**config.mk**
```make
export PLATFORM = sky130hd
export DESIGN_NAME = lm_cell
export DESIGN_NICKNAME = d
export VERILOG_FILES = /design/src/rtl/lm_pkg.sv /design/src/rtl/lm_pin_src.sv /design/src/rtl/lm_wheel.sv /design/src/rtl/lm_seq_elem.sv /design/src/rtl/lm_cell.sv
export SDC_FILE = /design/constraint.sdc
export NUM_CORES = 1
export LEC_CHECK = 0
export BUFFER_PORTS_ARGS = -buffer_cell sky130_fd_sc_hd__buf_2
export CAP_MARGIN = 30
export CELL_PAD_IN_SITES_DETAIL_PLACEMENT = 0
export CELL_PAD_IN_SITES_GLOBAL_PLACEMENT = 2
export CORE_MARGIN = 1
export CORE_UTILIZATION = 31
export CTS_BUF_LIST = sky130_fd_sc_hd__clkbuf_4
export DETAILED_ROUTE_END_ITERATION = 12
export PLACE_DENSITY = 0.82
export SETUP_SLACK_MARGIN = 0.02
export SLEW_MARGIN = 20
export SYNTH_ARGS = -nofsm -noshare
export SYNTH_HDL_FRONTEND = slang
export SYNTH_SLANG_ARGS = --single-unit
```
**constraint.sdc**
```tcl
create_clock -name clk -period 2.2 [get_ports clk]
set_clock_uncertainty 0.1 [all_clocks]
set_input_delay 0.22 -clock clk [delete_from_list [all_inputs] [get_ports clk]]
set_output_delay 0.22 -clock clk [all_outputs]
set_load 0.01 [all_outputs]
```
**src/rtl/lm_pkg.sv**
```systemverilog
`timescale 1ns/1ps
package lm_pkg;

    localparam int VARS_PER_PIN = 2;
    localparam int SRC_W        = $clog2(VARS_PER_PIN + 2);
    localparam int N_WHEELS     = 2;
    localparam int PINS_WHEEL   = 3;
    localparam int N_SEL_PINS   = 2;
    localparam int N_PINS       = N_WHEELS * PINS_WHEEL + N_SEL_PINS;
    localparam int CFG_W        = N_PINS * SRC_W + 1;

    typedef enum logic [SRC_W-1:0] {
        SRC_ZERO = 2'd0,
        SRC_ONE  = 2'd1,
        SRC_VAR0 = 2'd2,
        SRC_VAR1 = 2'd3
    } src_e;

    // data0 sits in the low bits of each wheel group
    typedef struct packed {
        src_e sel;
        src_e dat1;
        src_e dat0;
    } wheel_cfg_t;

    typedef struct packed {
        logic       registered;
        src_e       sel_hi;
        src_e       sel_lo;
        wheel_cfg_t wheel_b;
        wheel_cfg_t wheel_a;
    } cell_cfg_t;

    function automatic logic resolve_src(input src_e code,
                                         input logic [VARS_PER_PIN-1:0] vars);
        logic r;
        case (code)
            SRC_ZERO: r = 1'b0;
            SRC_ONE:  r = 1'b1;
            SRC_VAR0: r = vars[0];
            default:  r = vars[1];
        endcase
        return r;
    endfunction

endpackage

```
**src/rtl/lm_pin_src.sv**
```systemverilog
`timescale 1ns/1ps
module lm_pin_src
    import lm_pkg::*;
(
    input  src_e                    code,
    input  logic [VARS_PER_PIN-1:0] vars,
    output logic                    pin
);
    always_comb pin = resolve_src(code, vars);
endmodule

```
**src/rtl/lm_wheel.sv**
```systemverilog
`timescale 1ns/1ps
module lm_wheel
    import lm_pkg::*;
(
    input  wheel_cfg_t              cfg,
    input  logic [VARS_PER_PIN-1:0] vars,
    output logic                    y
);
    src_e                  codes [PINS_WHEEL];
    logic [PINS_WHEEL-1:0] pins;

    always_comb begin
        codes[0] = cfg.dat0;
        codes[1] = cfg.dat1;
        codes[2] = cfg.sel;
    end

    for (genvar p = 0; p < PINS_WHEEL; p++) begin : g_pin
        lm_pin_src i_src (
            .code (codes[p]),
            .vars (vars),
            .pin  (pins[p])
        );
    end

    // pins[2] is the select, pins[1:0] the data pins
    always_comb y = pins[2] ? pins[1] : pins[0];
endmodule

```
**src/rtl/lm_seq_elem.sv**
```systemverilog
`timescale 1ns/1ps
module lm_seq_elem (
    input  logic clk,
    input  logic rst,
    input  logic clr,
    input  logic d,
    output logic q
);
    always_ff @(posedge clk or posedge clr) begin
        if (clr) q <= 1'b0;
        else     q <= d;
    end


    clear_hold_chk: assert property (@(posedge clk) clr |-> (q == 1'b0))
        else $error("stored value not zero while clear held");


    capture_chk: assert property (@(posedge clk) disable iff (rst || clr)
        1'b1 |=> (q == $past(d)))
        else $error("storage element did not capture its input");
endmodule

```
**src/rtl/lm_cell.sv**
```systemverilog
`timescale 1ns/1ps
module lm_cell
    import lm_pkg::*;
(
    input  logic                    clk,
    input  logic                    rst,
    input  logic                    cfg_we,
    input  logic [CFG_W-1:0]        cfg_wdata,
    input  logic                    clr,
    input  logic [VARS_PER_PIN-1:0] wa_var,
    input  logic [VARS_PER_PIN-1:0] wb_var,
    input  logic [VARS_PER_PIN-1:0] sel_var,
    output logic                    f_comb,
    output logic                    f_out
);
    cell_cfg_t                 cfg_q;
    wheel_cfg_t                wheel_cfg [N_WHEELS];
    logic [VARS_PER_PIN-1:0]   wheel_vars [N_WHEELS];
    logic [N_WHEELS-1:0]       wheel_y;
    src_e                      sel_codes [N_SEL_PINS];
    logic [N_SEL_PINS-1:0]     sel_pins;
    logic                      sel_or;
    logic                      q;

    always_ff @(posedge clk) begin
        if (rst)         cfg_q <= '0;
        else if (cfg_we) cfg_q <= cell_cfg_t'(cfg_wdata);
    end

    always_comb begin
        wheel_cfg[0]  = cfg_q.wheel_a;
        wheel_cfg[1]  = cfg_q.wheel_b;
        wheel_vars[0] = wa_var;
        wheel_vars[1] = wb_var;
        sel_codes[0]  = cfg_q.sel_lo;
        sel_codes[1]  = cfg_q.sel_hi;
    end

    for (genvar w = 0; w < N_WHEELS; w++) begin : g_wheel
        lm_wheel i_wheel (
            .cfg  (wheel_cfg[w]),
            .vars (wheel_vars[w]),
            .y    (wheel_y[w])
        );
    end

    for (genvar s = 0; s < N_SEL_PINS; s++) begin : g_sel
        lm_pin_src i_sel (
            .code (sel_codes[s]),
            .vars (sel_var),
            .pin  (sel_pins[s])
        );
    end

    always_comb begin
        sel_or = |sel_pins;
        f_comb = sel_or ? wheel_y[1] : wheel_y[0];
    end

    lm_seq_elem i_seq (
        .clk (clk),
        .rst (rst),
        .clr (clr),
        .d   (f_comb),
        .q   (q)
    );

    always_comb f_out = cfg_q.registered ? q : f_comb;


    cfg_load_chk: assert property (@(posedge clk) disable iff (rst)
        cfg_we |=> (cfg_q == cell_cfg_t'($past(cfg_wdata))))
        else $error("configuration word not loaded");


    cfg_hold_chk: assert property (@(posedge clk) disable iff (rst)
        !cfg_we |=> $stable(cfg_q))
        else $error("configuration word changed without strobe");


    reset_clear_chk: assert property (@(posedge clk)
        rst |=> (cfg_q == '0 && f_comb == 1'b0))
        else $error("reset did not clear configuration");


    reg_out_chk: assert property (@(posedge clk) disable iff (rst || clr)
        (cfg_q.registered && !cfg_we) |=> (f_out == $past(f_comb)))
        else $error("registered output not one edge behind");
endmodule

```
# Word level (Yosys, flattened, before mapping)
# Cells that the tools add are included.
[classes]
reduce_logical = 9
eq_ne = 16
muxes = 12
[op_table]
columns = ["op", "n"]
rows = [
  ["1-bit case mux with 3 select lines", 8],
  ["2-bit by 1-bit == test with 1-bit output (second input constant)", 8],
  ["2-bit == test (second input constant)", 8],
  ["2-bit zero test", 8],
  ["1-bit 2-to-1 mux", 4],
  ["2-bit OR reduction", 1],
]
[word_totals]
out_inout_bits = 2
input_bits = 27
word_cells = 47
register_bits = 18

# Depth between registers and ports, before layout
[depth]
word_depth = 5
depth_mapped = 5
ltp_nobuf = 5

# Hierarchy
# Synthesis repeated with hierarchy kept, for this count alone.
[unflattened]
hier_cells = 89
area_unflattened_um2 = 822.0
[by_module_without_submodules]
columns = ["mod", "cells_per_inst", "seq_area_each_um2", "n_inst", "area_per_inst_um2"]
rows = [
  ["lm_cell", 61, 340.3, 1, 643.1],
  ["lm_pin_src", 3, 0.0, 8, 15.0],
  ["lm_wheel", 1, 0.0, 2, 15.0],
  ["lm_seq_elem", 2, 25.0, 1, 28.8],
]

# Least setup slack after synthesis
# OpenSTA, ideal clock, no wires.
[synth_timing]
kind = "register to output"
startpoint = "reg cfg_q[9] in the netlist's numbering"
endpoint = "out f_out"
required_time_ps = 1880
setup_slack_ps = 751
n_path_buf = 0
arrival_ps = 1129
path_stages_with_launch = 6
path_cell_list = "dfxtp_1 and3b_1 o21ai_1 o211ai_1 o2111a_2 o31ai_2"
[synth_via]
elab_chain_cells = 5
word_cells_on_any_way = 7
cone_classes = "eq/ne (2); mux (4); reduce/logical (1)"
[synth_lines]
columns = ["item", "line", "rtl"]
rows = [
  ["start, declared", "lm_cell.sv:16", "cell_cfg_t cfg_q;"],
  ["start signal, assigned", "lm_cell.sv:27", "else if (cfg_we) cfg_q <= cell_cfg_t'(cfg_wdata);"],
  ["2-bit == test, or another cell as far along", "lm_pkg.sv:37", "case (code)"],
  ["1-bit case mux with 3 select lines (*)", "lm_pkg.sv:37", ""],
  ["1-bit 2-to-1 mux (*)", "lm_wheel.sv:27", "always_comb y = pins[2] ? pins[1] : pins[0];"],
  ["1-bit 2-to-1 mux (*)", "lm_cell.sv:57", "f_comb = sel_or ? wheel_y[1] : wheel_y[0];"],
  ["1-bit 2-to-1 mux (*)", "lm_cell.sv:68", "always_comb f_out = cfg_q.registered ? q : f_comb;"],
  ["end, declared", "lm_cell.sv:14", "output logic f_out"],
]
# Every way passes the cells marked *; elsewhere a longest branch is shown, timed or not.

# Worst setup path in the final report
[layout_timing]
startpoint = "reg cfg_q[12] in the netlist's numbering"
endpoint = "out f_out"
[layout_via]
elab_chain_cells = 5
word_cells_on_any_way = 7
cone_classes = "eq/ne (2); mux (3); reduce/logical (2)"
[layout_lines]
columns = ["item", "line", "rtl"]
rows = [
  ["2-bit == test, or another cell as far along", "lm_pkg.sv:37", ""],
  ["1-bit case mux with 3 select lines (*)", "lm_pkg.sv:37", ""],
  ["2-bit OR reduction (*)", "lm_cell.sv:56", "sel_or = |sel_pins;"],
  ["1-bit 2-to-1 mux (*)", "lm_cell.sv:57", ""],
  ["1-bit 2-to-1 mux (*)", "lm_cell.sv:68", ""],
]
# Marks and branches as above.

==> results.ini <==
[die]
die_w_um = 54.3
start_util_pct = 33.6
die_h_um = 54.3
rows = 18
die-area_um2 = 2950
ios = 29
coreArea_um2 = 2520

[run_status]
status = complete, no violations

[synth]
yosys_warnings = 0
synth.distinct_cells = 27
syn_nets = 123
syn_avg_cell_area_um2 = 8.84
synth_cells = 96
syn_area_um2 = 848
synth_seq_cells = 18
synth_seq_area_share_pct = 43.1

[job]
timing.max_cap.violations = 0

[sta]
holdWs_ns = 0.0586
tightest_slew_ns = 0.499
rsz0062_at_grt = false
finalCritPeriodShare_pct = 87.5
setup_viol = 0
final.setup.worst_slack_ns = 0.276
fmax_mhz = 520
drv_slew = 0
fin_crit_ns = 1.92
hold_viol_final = 0
slew_headroom_pct = 66.7
tns_ns = 0

[final_layout]
drive_above_1_share_pct = 27.2
n_antenna_cell = 0
finalNetCount = 153
final_common_cell = buf_2
syn_to_final_growth_pct = 23.3
fin_util_pct = 41.5
instances_no_fill = 155
fin_area_um2 = 1050
final_cell_mix = 28 x buf_2, 19 x nor2_1, 18 x mux2i_1

[global_route]
use_met2_pct = 22.4
grt_usage_pct = 14.2
antenna_found_initial = 0
grt_remaining_overflow = 0
grt_pass1_wl_mm = 2.97
grt_pass1_vias = 709
grt_use_met3_pct = 6.11
grt_start_max_net_pins = 18
top_usage_layer = met2
grt_util_met1_pct = 17.4

[setup_path]
crit_fanout = 3
r2r_start = cfg_q[12]
cp_cell_sequence = and2b_1, o21ai_1, nand3_1, o2111a_2, o31ai_2, buf_2
cp-start-kind = flop
reg2reg_slack_ns = 0.82
critPathKind = reg2out
slowest_stage = dfxtp_1
required_ns = 1.88
cpPeakStageDelay_ns = 0.35
crit_start = cfg_q[12]
cp_num_buf_inv = 1
crit_path_end_kind = output pin
crit_arrival_ns = 1.60
critical_path.top_delay_family = compound AO/OA/AOI/OAI gates

[pwr]
leakagePower_nw = 0.498
power_mw = 0.658
peakVddDrop_v = 0.000494
power.density_nw_per_um2 = 629

[place]
dp_slack_ns = 0.592
dp_hpwl_mm = 1.32
port_buffers = 28
placed_area_um2 = 1010
gp_congestion = 0.693
numPlacedInstances = 150

[route]
ant_nets = 0
dr.pass1.iters = 4
drc_errors = 0
via_count = 739
drt-vias-per-instance = 4.77
routed_wl_mm = 1.70
routedWlPerCell_um = 11.0
drt_iter0_markers = 9

[clock_network]
post_cts_buffers = 0
numCtsBuffers = 3
cts_htree_levels = 1
cts.sinks = 18
cts_resized = 0
cts_tree = done
clkTransAtPathRegs_ns = 0.09
cts_buffer_depth = 2
clock_latency_ns = 0.29
cts-root-buf = clkbuf_4

[worst_hold_path]
holdCritStartpoint = cfg_wdata[11]
holdCritPathClass = in2reg

==> logic make-up after synthesis <==
| logic type | count (synthesis) | synth area share (%) |
|---|---|---|
| mux | 18 | 21.2 |
| simple gates | 32 | 16.4 |
| compound gates | 18 | 14.3 |
| buf+inv | 10 | 5.01 |
| flops | 18 | 43.1 |
==> worst reg2reg max path, delay by kind of cell (launching register included) <==
family,cells,cell delay (ns)
AOI/OAI and AO/OA,1,0.10
DFF,1,0.35
and+or+nand+nor,4,0.71
==> worst paths after layout <==
check                           cells after the start   endpoint
worst max-delay path                                6      f_out
worst min-delay path                                3  cfg_q[11]
worst max register to register                      5    i_seq.q
worst min register to register                      2  cfg_q[12]
max in group asynchronous                           3    i_seq.q
min in group asynchronous                           3    i_seq.q
==> registers in the layout, indices dropped and copies added (netlist names) <==
name / count
cfg_q: 17
i_seq.q: 1
==> layer usage <==
metal	part of all wire (%)	vias up	routed length, um
li1	-	392	-
met1	47	327	806
met2	46	18	775
met3	6.2	2	106
met4	0.88	0	15
met5	0	-	0
==> layout make-up <==
type,instances,area [um2]
clock buffers,4,30.0
inverters,6,22.5
flip-flops and latches,18,365
fillers,280,1480
multi-input cells,68,440
repair buffers,29,150
well taps,30,37.5
==> synthesized netlist by cell type <==
| master | count | area (um2) |
|---|---|---|
| a22oi_1 | 1 | 7.51 |
| buf_2 | 1 | 5.00 |
| o2111a_2 | 1 | 12.5 |
| a21oi_1 | 5 | 25.0 |
| nand4_1 | 1 | 6.26 |
| a21boi_0 | 1 | 7.51 |
| nand2_1 | 5 | 18.8 |
| and2b_1 | 1 | 7.51 |
| buf_4 | 1 | 7.51 |
| mux2i_1 | 18 | 180 |
| o22ai_1 | 1 | 6.26 |
| nand3_1 | 1 | 5.00 |
| nor2_1 | 19 | 71.3 |
| nor3_1 | 3 | 15.0 |
| o31ai_2 | 1 | 12.5 |
| nor2b_1 | 1 | 6.26 |
| and3b_1 | 1 | 8.76 |
| buf_1 | 1 | 3.75 |
| o211ai_1 | 2 | 15.0 |
| dfrtp_1 | 1 | 25.0 |
| clkbuf_1 | 1 | 3.75 |
| dfxtp_1 | 17 | 340 |
| o2111ai_1 | 1 | 8.76 |
| inv_1 | 6 | 22.5 |
| o21ai_0 | 2 | 10.0 |
| a31oi_1 | 1 | 6.26 |
| o21ai_1 | 2 | 10.0 |
==> power by group <==
group | leakage (nW) | internal, mW | switching [mW]
sequential | 0.153 | 0.348 | 0.0180
combinational | 0.327 | 0.0591 | 0.0555
clock | 0.0184 | 0.0828 | 0.0947
==> repair_timing <==
item	4_1_cts	5_1_grt
endpoints found under the hold margin	1	0
hold buffers	1	0
endpoints found under the setup margin	0	0
No activity file was read; power rests on OpenSTA's default activity.
